--- src/rtl/stk_seq_pkg.sv ---
package stk_seq_pkg;
  typedef enum logic [2:0] {
    K_NONE, K_PUSH, K_POP, K_XCHG, K_HL2SP, K_LDSP, K_INC, K_DEC
  } op_kind_e;
  localparam logic [1:0] PAIR_HL = 2'd2;
endpackage

--- src/rtl/stk_seq_decode.sv ---
module stk_seq_decode
  import stk_seq_pkg::*;
#(
  parameter int CNT_W     = 5,
  parameter int PUSH_CYC  = 11,
  parameter int POP_CYC   = 10,
  parameter int XCHG_CYC  = 18,
  parameter int HL2SP_CYC = 5,
  parameter int LDSP_CYC  = 10,
  parameter int STEP_CYC  = 5
) (
  input  logic [7:0]       opcode_i,
  output op_kind_e         kind_o,
  output logic [1:0]       pair_o,
  output logic [CNT_W-1:0] len_o
);
  always_comb begin
    pair_o = opcode_i[5:4];
    kind_o = K_NONE;
    len_o  = '0;
    if (opcode_i[7:6] == 2'b11 && opcode_i[3:0] == 4'b0101) begin
      kind_o = K_PUSH; len_o = CNT_W'(PUSH_CYC);
    end else if (opcode_i[7:6] == 2'b11 && opcode_i[3:0] == 4'b0001) begin
      kind_o = K_POP;  len_o = CNT_W'(POP_CYC);
    end else begin
      unique case (opcode_i)
        8'hE3: begin kind_o = K_XCHG;  len_o = CNT_W'(XCHG_CYC);  end
        8'hF9: begin kind_o = K_HL2SP; len_o = CNT_W'(HL2SP_CYC); end
        8'h31: begin kind_o = K_LDSP;  len_o = CNT_W'(LDSP_CYC);  end
        8'h33: begin kind_o = K_INC;   len_o = CNT_W'(STEP_CYC);  end
        8'h3B: begin kind_o = K_DEC;   len_o = CNT_W'(STEP_CYC);  end
        default: ;
      endcase
    end
  end
endmodule

--- src/rtl/stk_seq_timer.sv ---
module stk_seq_timer #(
  parameter int CNT_W = 5
) (
  input  logic             clk_i,
  input  logic             rst_ni,
  input  logic             start_i,
  input  logic [CNT_W-1:0] len_i,
  output logic             busy_o,
  output logic [CNT_W-1:0] idx_o,
  output logic             last_o
);
  logic             busy_q;
  logic [CNT_W-1:0] idx_q, len_q;

  assign busy_o = busy_q;
  assign idx_o  = idx_q;
  assign last_o = busy_q && (idx_q == len_q - CNT_W'(1));

  always_ff @(posedge clk_i or negedge rst_ni) begin
    if (!rst_ni) begin
      busy_q <= 1'b0;
      idx_q  <= '0;
      len_q  <= '0;
    end else if (start_i) begin
      busy_q <= 1'b1;
      idx_q  <= '0;
      len_q  <= len_i;
    end else if (busy_q) begin
      if (last_o) busy_q <= 1'b0;
      else        idx_q  <= idx_q + CNT_W'(1);
    end
  end
endmodule

--- src/rtl/stk_seq.sv ---
module stk_seq
  import stk_seq_pkg::*;
#(
  parameter int BYTE_W    = 8,
  parameter int PUSH_CYC  = 11,
  parameter int POP_CYC   = 10,
  parameter int XCHG_CYC  = 18,
  parameter int HL2SP_CYC = 5,
  parameter int LDSP_CYC  = 10,
  parameter int STEP_CYC  = 5,
  localparam int PAIR_W   = 2 * BYTE_W,
  localparam int CNT_W    = $clog2(XCHG_CYC + PUSH_CYC + 1)
) (
  input  logic              clk_i,
  input  logic              rst_ni,
  input  logic              op_valid_i,
  input  logic [7:0]        op_i,
  input  logic [PAIR_W-1:0] imm_i,
  output logic              busy_o,
  output logic [PAIR_W-1:0] mem_addr_o,
  output logic [BYTE_W-1:0] mem_wdata_o,
  output logic              mem_we_o,
  input  logic [BYTE_W-1:0] mem_rdata_i,
  output logic [PAIR_W-1:0] bc_o,
  output logic [PAIR_W-1:0] de_o,
  output logic [PAIR_W-1:0] hl_o,
  output logic [PAIR_W-1:0] af_o,
  output logic [PAIR_W-1:0] sp_o
);
  op_kind_e         dec_kind, kind_q;
  logic [1:0]       dec_pair, rp_q;
  logic [CNT_W-1:0] dec_len, idx;
  logic             busy, last, accept;
  logic [PAIR_W-1:0] pair_q [4];
  logic [PAIR_W-1:0] sp_q, imm_q, sel, sp_up;
  logic [BYTE_W-1:0] lo_q, hi_q;

  stk_seq_decode #(
    .CNT_W(CNT_W), .PUSH_CYC(PUSH_CYC), .POP_CYC(POP_CYC), .XCHG_CYC(XCHG_CYC),
    .HL2SP_CYC(HL2SP_CYC), .LDSP_CYC(LDSP_CYC), .STEP_CYC(STEP_CYC)
  ) u_dec (
    .opcode_i(op_i), .kind_o(dec_kind), .pair_o(dec_pair), .len_o(dec_len)
  );

  assign accept = op_valid_i && !busy && (dec_kind != K_NONE);

  stk_seq_timer #(.CNT_W(CNT_W)) u_tmr (
    .clk_i, .rst_ni, .start_i(accept), .len_i(dec_len),
    .busy_o(busy), .idx_o(idx), .last_o(last)
  );

  assign sel   = pair_q[rp_q];
  assign sp_up = sp_q + PAIR_W'(1);

  // memory port
  always_comb begin
    mem_addr_o  = sp_q;
    mem_wdata_o = '0;
    mem_we_o    = 1'b0;
    if (busy) begin
      unique case (kind_q)
        K_PUSH: begin
          if (idx == CNT_W'(1)) begin mem_we_o = 1'b1; mem_wdata_o = sel[PAIR_W-1:BYTE_W]; end
          if (idx == CNT_W'(3)) begin mem_we_o = 1'b1; mem_wdata_o = sel[BYTE_W-1:0]; end
        end
        K_XCHG: begin
          if (idx == CNT_W'(1)) mem_addr_o = sp_up;
          if (idx == CNT_W'(3)) begin mem_we_o = 1'b1; mem_wdata_o = pair_q[PAIR_HL][BYTE_W-1:0]; end
          if (idx == CNT_W'(4)) begin
            mem_addr_o = sp_up; mem_we_o = 1'b1; mem_wdata_o = pair_q[PAIR_HL][PAIR_W-1:BYTE_W];
          end
        end
        default: ;
      endcase
    end
  end

  always_ff @(posedge clk_i or negedge rst_ni) begin
    if (!rst_ni) begin
      kind_q <= K_NONE;
      rp_q   <= '0;
      imm_q  <= '0;
      sp_q   <= '0;
      lo_q   <= '0;
      hi_q   <= '0;
      for (int i = 0; i < 4; i++) pair_q[i] <= '0;
    end else if (accept) begin
      kind_q <= dec_kind;
      rp_q   <= dec_pair;
      imm_q  <= imm_i;
    end else if (busy) begin
      unique case (kind_q)
        K_PUSH: if (idx == CNT_W'(0) || idx == CNT_W'(2)) sp_q <= sp_q - PAIR_W'(1);
        K_POP: begin
          if (idx == CNT_W'(1)) begin lo_q <= mem_rdata_i; sp_q <= sp_up; end
          if (idx == CNT_W'(3)) begin hi_q <= mem_rdata_i; sp_q <= sp_up; end
          if (last) pair_q[rp_q] <= {hi_q, lo_q};
        end
        K_XCHG: begin
          if (idx == CNT_W'(1)) lo_q <= mem_rdata_i;
          if (idx == CNT_W'(2)) hi_q <= mem_rdata_i;
          if (last) pair_q[PAIR_HL] <= {hi_q, lo_q};
        end
        K_HL2SP: if (last) sp_q <= pair_q[PAIR_HL];
        K_LDSP:  if (last) sp_q <= imm_q;
        K_INC:   if (last) sp_q <= sp_up;
        K_DEC:   if (last) sp_q <= sp_q - PAIR_W'(1);
        default: ;
      endcase
    end
  end

  assign busy_o = busy;
  assign bc_o   = pair_q[0];
  assign de_o   = pair_q[1];
  assign hl_o   = pair_q[2];
  assign af_o   = pair_q[3];
  assign sp_o   = sp_q;
endmodule

--- config.mk ---
export PLATFORM = sky130hd
export DESIGN_NAME = stk_seq
export DESIGN_NICKNAME = d
export VERILOG_FILES = /design/src/rtl/stk_seq_pkg.sv /design/src/rtl/stk_seq_decode.sv /design/src/rtl/stk_seq_timer.sv /design/src/rtl/stk_seq.sv
export SDC_FILE = /design/constraint.sdc
export NUM_CORES = 1
export LEC_CHECK = 0
export ABC_CLOCK_PERIOD_IN_PS = 6650
export BUFFER_PORTS_ARGS = -buffer_cell sky130_fd_sc_hd__buf_2
export CORE_ASPECT_RATIO = 0.9
export CORE_MARGIN = 3
export CORE_UTILIZATION = 50
export DETAILED_ROUTE_END_ITERATION = 16
export PLACE_DENSITY = 0.72
export SYNTH_ARGS = -nofsm -noshare
export SYNTH_HDL_FRONTEND = slang
export SYNTH_SLANG_ARGS = --single-unit
--- constraint.sdc ---
create_clock -name clk_i -period 6.65 [get_ports clk_i]
set_clock_uncertainty 0.1 [all_clocks]
set_input_delay 0.3325 -clock clk_i [delete_from_list [all_inputs] [get_ports clk_i]]
set_output_delay 0.3325 -clock clk_i [all_outputs]
set_load 0.02 [all_outputs]
==> impl_metrics.json, run 1 <==
{
  "synth_area_leaders": "dfrtp_1 43%, mux2_2 14%, nand2_1 5.2%",
  "vias": 6273,
  "syn_nets": 749,
  "portBuffers": 140,
  "fillers": 1205,
  "synth_area_mm2": 0.00738,
  "async_reset_ff_frac": 1.00,
  "setup_slack_ns": 2.94,
  "tritoncts": "built",
  "nNetsFinal": 869,
  "clkPwrFrac": 0.257,
  "antenna_found_initial": 0,
  "worst_hold_path_type": "in2reg",
  "grtUsageTotal": 0.263,
  "seqPwrFrac": 0.376,
  "synth_xor_area_frac": 0.0329,
  "synth_top_area_cell": "dfrtp_1",
  "clock-sinks": 128,
  "drive_above_1_share": 0.354,
  "worstMarginPinSlew_ns": 1.16,
  "synth.most_common_cell": "dfrtp_1",
  "synthMuxAreaShare": 0.206,
  "worstPathArrival_ns": 3.28,
  "combPwrFrac": 0.367,
  "netlist_top_cells_count": "128 x dfrtp_1, 102 x nand2_1, 89 x mux2_2",
  "path_class": "reg2out",
  "yosysSeqAreaShare": 0.434,
  "cts_buffers": 17,
  "vias_per_cell": 6.08,
  "synth_fa_ha_area_frac": 0.0119,
  "clk_path_buf_depth": 2,
  "yosys_warnings": 0,
  "clk_pin_slew_ns": 0.06,
  "avgSynthCellArea_um2": 10.4,
  "wl_per_cell_um": 20.8,
  "clock.fmax_mhz": 270,
  "synth_top_flop_cell": "dfrtp_1",
  "final_antenna_net_count": 0,
  "power.total_mw": 3.46,
  "slew-limit-headroom": 0.226,
  "max-cap-violations": 0,
  "coreArea_mm2": 0.0142,
  "ir_drop_mv": 0.277,
  "h-tree-depth": 4,
  "slew_viol_final": 0,
  "synth_compound_area_frac": 0.120,
  "start_util": 0.520,
  "crit_fanout": 30,
  "power_leakage_nw": 4.16,
  "finalHoldViolCount": 0,
  "die_y_um": 121,
  "drtPass1Iterations": 5,
  "synth_edf_count": 0,
  "setup_viol": 0,
  "die_w_um": 134,
  "grt_overflow": 0,
  "synth-seq-cells": 128,
  "finalWirelength_mm": 21.5,
  "rows": 41,
  "syn_inst": 707,
  "post_cts_buffers": 0,
  "root_buffer": "clkbuf_16",
  "utilization": 0.615,
  "hpwl_mm": 15.0,
  "drtIter0Drc": 746,
  "area_growth_syn_to_layout_pct": 18.3,
  "cp.required_ns": 6.22,
  "cellPowerDensity_mw_per_mm2": 396,
  "synth_top_family_by_area": "multiplexers",
  "diodes": 0,
  "cts_hold_buf": 1,
  "grt_pass1_vias": 6139,
  "cts.repair.resized": 0,
  "rsz0062_at_grt": "false",
  "cp-startpoint": "kind_q[0]$_DFFE_PN0P_",
  "yosys.area_share.simple": 0.159,
  "die_area_mm2": 0.0163,
  "internal_power_mw": 1.98,
  "grt_max_degree": 70,
  "finalCriticalPeriod_ns": 3.71,
  "end_kind": "output port",
  "startpoint_type": "flip-flop",
  "finalCritPeriodShare": 0.558,
  "place_ws_ns": 3.43,
  "synth_top_cell_area_share": 0.434,
  "drc": 0,
  "ys_types": 67,
  "run_status": "finished, final reports clean",
  "whs_ns": 0.0124,
  "clk_latency_ns": 0.42,
  "timing.rr.start": "kind_q[0]$_DFFE_PN0P_",
  "hp-start": "imm_i[0]",
  "grt_pass1_wl_mm": 33.3,
  "swShare": 0.428,
  "globalplace.congestion": 0.946,
  "p_sw_mw": 1.48,
  "ios": 141,
  "setup_tns_ns": 0
}
## layout by cell type (no fill, tap or decap), types with 3 or more instances in the layout
cell	n
a22oi_1	12
a21oi_1	28
buf_4	8
o21ai_0	37
and2_1	3
a21o_1	3
mux2_2	89
nand3_1	13
mux2i_1	16
clkbuf_16	17
a211oi_1	4
inv_6	3
ha_1	7
nand2b_1	5
or4_1	5
nor3_4	3
a32oi_1	3
mux4_2	16
nor4_1	3
o31ai_1	5
o22a_1	3
nor2b_1	7
clkinvlp_4	3
a31oi_1	7
dfrtp_1	128
buf_2	139
nand4_1	11
nand2_1	102
inv_1	13
a221oi_1	3
or3_1	5
o22ai_1	13
xnor2_1	23
nor3_1	17
and3_1	8
clkinv_4	4
nor2_1	27
## metrics by stage
step / area (µm²) / cells
3_3_place_gp: 8170 / 1000
5_1_grt: 8740 / 1032
4_1_cts: 8740 / 1032
2_1_floorplan: 7380 / 707
3_5_place_dp: 8170 / 1000
6_report: 8740 / 1032
## flip-flops by register name, indices dropped and copies added (netlist names), 5 cells and up
| register | cells |
|---|---|
| af_o | 16 |
| bc_o | 16 |
| de_o | 16 |
| hl_o | 16 |
| imm_q | 16 |
| sp_o | 16 |
| hi_q | 8 |
| lo_q | 8 |
| u_tmr.idx_o | 5 |
| u_tmr.len_q | 5 |
## worst max-delay path: stages (launching register included)
cell and delay [ns]:
dfrtp_1 1.08, nand3_1 0.66, a21oi_1 0.30, buf_4 0.26
nand2_1 0.11, nor2_1 0.13, xnor2_1 0.12, buf_2 0.18
## worst paths after layout
check                                   endpoint  slack (ns)  cells past startpoint
hold reg to reg            imm_q[12]$_DFFE_PN0P_        0.37                      2
hold / removal              imm_q[0]$_DFFE_PN0P_        0.01                      3
max in group asynchronous    de_o[9]$_DFFE_PN0P_        4.66                      3
setup reg to reg             sp_o[8]$_DFFE_PN0P_        3.34                      6
setup / recovery                  mem_addr_o[10]        2.94                      7
min in group asynchronous    sp_o[7]$_DFFE_PN0P_        0.43                      2
## layout make-up
type | instances | area [µm²] | share of cell area
inverter | 13 | 48.8 | 0.00559
tap | 193 | 241 | 0.0276
clock buffer | 17 | 425 | 0.0487
multi-input combinational | 519 | 3920 | 0.448
clock inverter | 14 | 135 | 0.0155
sequential | 128 | 3200 | 0.367
timing repair buffer | 148 | 766 | 0.0877
## kinds of logic (layout without fill, tap and decap cells)
| kind of cell | after synthesis | count (layout) |
|---|---|---|
| muxes | 121 | 121 |
| adders and majority gates | 7 | 7 |
| buffers and inverters | 60 | 192 |
| DFF | 128 | 128 |
| xor gates and xnor gates | 26 | 26 |
| and+or+nand+nor | 227 | 227 |
| AOI/OAI and AO/OA | 138 | 138 |
## layer usage
metal / share of wire / vias up / track usage
li1: - / 2832 / -
met1: 0.44 / 3112 / 0.378
met2: 0.47 / 303 / 0.402
met3: 0.072 / 26 / 0.0622
met4: 0.014 / 0 / 0.0732
met5: 0 / - / 0
## power groups by stage
stage / clock network (mW) / registers (mW) / logic, mW
after floorplan: 0 / 1.18 / 0.981
after global placement: 0 / 1.28 / 1.23
after detailed placement: 0 / 1.30 / 1.25
after CTS: 0.896 / 1.29 / 1.26
after global routing: 0.935 / 1.34 / 1.37
final: 0.889 / 1.30 / 1.27
Note: power is estimated with default switching activity, not from simulation.
==> run 2, diff against run 1 <==
--- a/config.mk
+++ b/config.mk
@@ -5,13 +5,13 @@
 export SDC_FILE = /design/constraint.sdc
 export NUM_CORES = 1
 export LEC_CHECK = 0
-export ABC_CLOCK_PERIOD_IN_PS = 6650
+export ABC_CLOCK_PERIOD_IN_PS = 3200
 export BUFFER_PORTS_ARGS = -buffer_cell sky130_fd_sc_hd__buf_2
 export CORE_ASPECT_RATIO = 0.9
 export CORE_MARGIN = 3
 export CORE_UTILIZATION = 50
 export DETAILED_ROUTE_END_ITERATION = 16
-export PLACE_DENSITY = 0.72
+export PLACE_DENSITY = 0.75
 export SYNTH_ARGS = -nofsm -noshare
 export SYNTH_HDL_FRONTEND = slang
 export SYNTH_SLANG_ARGS = --single-unit
==> constraint.sdc (replaced) <==
create_clock -name clk_i -period 3.2 [get_ports clk_i]
set_clock_uncertainty 0.1 [all_clocks]
set_input_delay 0.16 -clock clk_i [delete_from_list [all_inputs] [get_ports clk_i]]
set_output_delay 0.16 -clock clk_i [all_outputs]
set_load 0.02 [all_outputs]
==> run 2 against run 1 <==
Hold slack improved by 0.061 ns. Register-to-register slack got worse by 2.8 ns. Routed wire length rose by 1.5%. Non-clock buffer count rose by 46. Sequential power rose by 100%. Largest power group is now combinational cells. First-iteration DRC count fell by 23%. Combinational power rose by 120%. Cell count rose by 4.5%. Largest cell class unchanged. Clock power rose by 120%. Sequential share of layout area fell by 1.8 points.
==> impl_metrics.json, run 2 (synthesized netlist as in run 1, its figures left out) <==
{
  "power_leakage_nw": 4.38,
  "area_growth_syn_to_layout_pct": 24.6,
  "finalWirelength_mm": 21.8,
  "grtUsageTotal": 0.273,
  "drc": 0,
  "setup_slack_ns": 0.238,
  "path_class": "reg2out",
  "worstMarginPinSlew_ns": 0.975,
  "r2r_cells": 8,
  "place_ws_ns": 0.548,
  "cts_buffers": 17,
  "h-tree-depth": 4,
  "finalHoldViolCount": 0,
  "run_status": "finished, final reports clean",
  "die_y_um": 121,
  "globalplace.congestion": 0.927,
  "rsz0062_at_grt": "false",
  "drtPass1Iterations": 6,
  "clk_latency_ns": 0.42,
  "drtIter0Drc": 577,
  "cp.required_ns": 2.94,
  "clk_pin_slew_ns": 0.06,
  "portBuffers": 140,
  "rows": 41,
  "grt_max_degree": 90,
  "final_cell_mix": "139 x buf_2, 128 x dfrtp_1, 102 x nand2_1, 89 x mux2_2, 37 x o21ai_0",
  "drive_above_1_share": 0.356,
  "setup_viol": 0,
  "wl_per_cell_um": 20.2,
  "reg2reg_slack_ns": 0.49,
  "worstPathArrival_ns": 2.70,
  "worst_hold_path_type": "in2reg",
  "hpwl_mm": 14.8,
  "dr_wl_met3_mm": 1.85,
  "vias": 6460,
  "clk_path_buf_depth": 2,
  "min_path_cells": 4,
  "crit_path_top_delay_cell": "or4_1",
  "whs_ns": 0.0731,
  "diodes": 0,
  "cellPowerDensity_mw_per_mm2": 803,
  "vias_per_cell": 5.99,
  "nNetsFinal": 915,
  "slew-limit-headroom": 0.348,
  "root_buffer": "clkbuf_16",
  "startpoint_type": "flip-flop",
  "instances_no_fill": 1078,
  "die_w_um": 134,
  "die_area_mm2": 0.0163,
  "max-cap-violations": 0,
  "grt_pass1_wl_mm": 34.4,
  "crit_fanout": 9,
  "setup_tns_ns": 0,
  "finalCriticalPeriod_ns": 2.96,
  "dp.cells": 1019,
  "ios": 141,
  "critical-path-max-stage-delay_ns": 0.66,
  "start_util": 0.520,
  "finalCritPeriodShare": 0.926,
  "final_antenna_net_count": 0,
  "grt_pass1_vias": 6331,
  "ir_drop_mv": 0.501,
  "top_layer": "met4",
  "layout_commonest_cell": "buf_2",
  "grt_overflow": 0,
  "fillers": 1118,
  "antenna_found_initial": 0,
  "wl_met1_mm": 9.39,
  "slew_viol_final": 0,
  "clock.fmax_mhz": 338,
  "clock-sinks": 128,
  "end_kind": "output port",
  "post_cts_buffers": 0,
  "tritoncts": "built",
  "coreArea_mm2": 0.0142,
  "met2_wirelength_mm": 10.1,
  "crit_chain": "nor3_1 -> buf_4 -> o21ai_0 -> or4_1 -> a21oi_1 -> buf_2"
}
## run 2: cell count changes in the layout (fill, tap and decap cells not counted), sizes merged
| cell | previous run | this run |
|---|---|---|
| buf | 147 | 166 |
| bufinv | 1 | 2 |
| clkbuf | 17 | 20 |
| clkinv | 6 | 2 |
| clkinvlp | 3 | 4 |
| dlygate4sd3 | 1 | 28 |
| inv | 17 | 16 |
## run 2: area by class of cell
| type | count | area (µm²) | share of cell area |
|---|---|---|---|
| Inverter | 13 | 48.8 | 0.00531 |
| Sequential cell | 128 | 3200 | 0.348 |
| Clock buffer | 20 | 457 | 0.0497 |
| Timing Repair Buffer | 194 | 1190 | 0.130 |
| Clock inverter | 11 | 130 | 0.0141 |
| Tap cell | 193 | 241 | 0.0263 |
| Multi-Input combinational cell | 519 | 3930 | 0.427 |
## run 2: per-layer routing
layer	vias to the layer above	track usage
met5	-	0
met4	0	0.101
met3	55	0.0676
met2	344	0.410
met1	3133	0.384
li1	2928	-
## run 2: worst paths after layout
kind                                            start                    end
setup / recovery           u_tmr.idx_o[2]$_DFFE_PN0P_               mem_we_o
hold / removal                                op_i[6]  kind_q[0]$_DFFE_PN0P_
setup reg to reg           u_tmr.len_q[0]$_DFFE_PN0P_   bc_o[13]$_DFFE_PN0P_
hold reg to reg                 imm_q[10]$_DFFE_PN0P_  imm_q[10]$_DFFE_PN0P_
max in group asynchronous                      rst_ni   bc_o[15]$_DFFE_PN0P_
min in group asynchronous                      rst_ni   sp_o[15]$_DFFE_PN0P_
## run 2: critical path: cells and delay by family (launching register included)
kind	cells	cell delay [ns]
AOI/OAI and AO/OA	2	0.47
buffers and inverters	2	0.40
DFF	1	0.47
and+or+nand+nor	2	0.94
## run 2: through the flow
| stage | util | area [µm²] | total power [mW] |
|---|---|---|---|
| 4_1_cts | 0.647 | 9200 | 7.36 |
| 5_1_grt | 0.647 | 9200 | 7.79 |
| 3_5_place_dp | 0.586 | 8330 | 5.37 |
| 2_1_floorplan | - | 7380 | 4.48 |
| 6_report | 0.647 | 9200 | 7.38 |
| 3_3_place_gp | 0.586 | 8330 | 5.32 |
## run 2: what timing repair did
item | CTS | global route
resized for setup | 0 | 0
hold buffers | 28 | 0
hold endpoints to repair | 74 | 0
## run 2: power by group
part           leakage [nW]  switching [mW]  internal, mW
registers              1.70           0.647          1.98
clock network         0.276           0.739          1.19
logic                  2.40            1.67          1.16
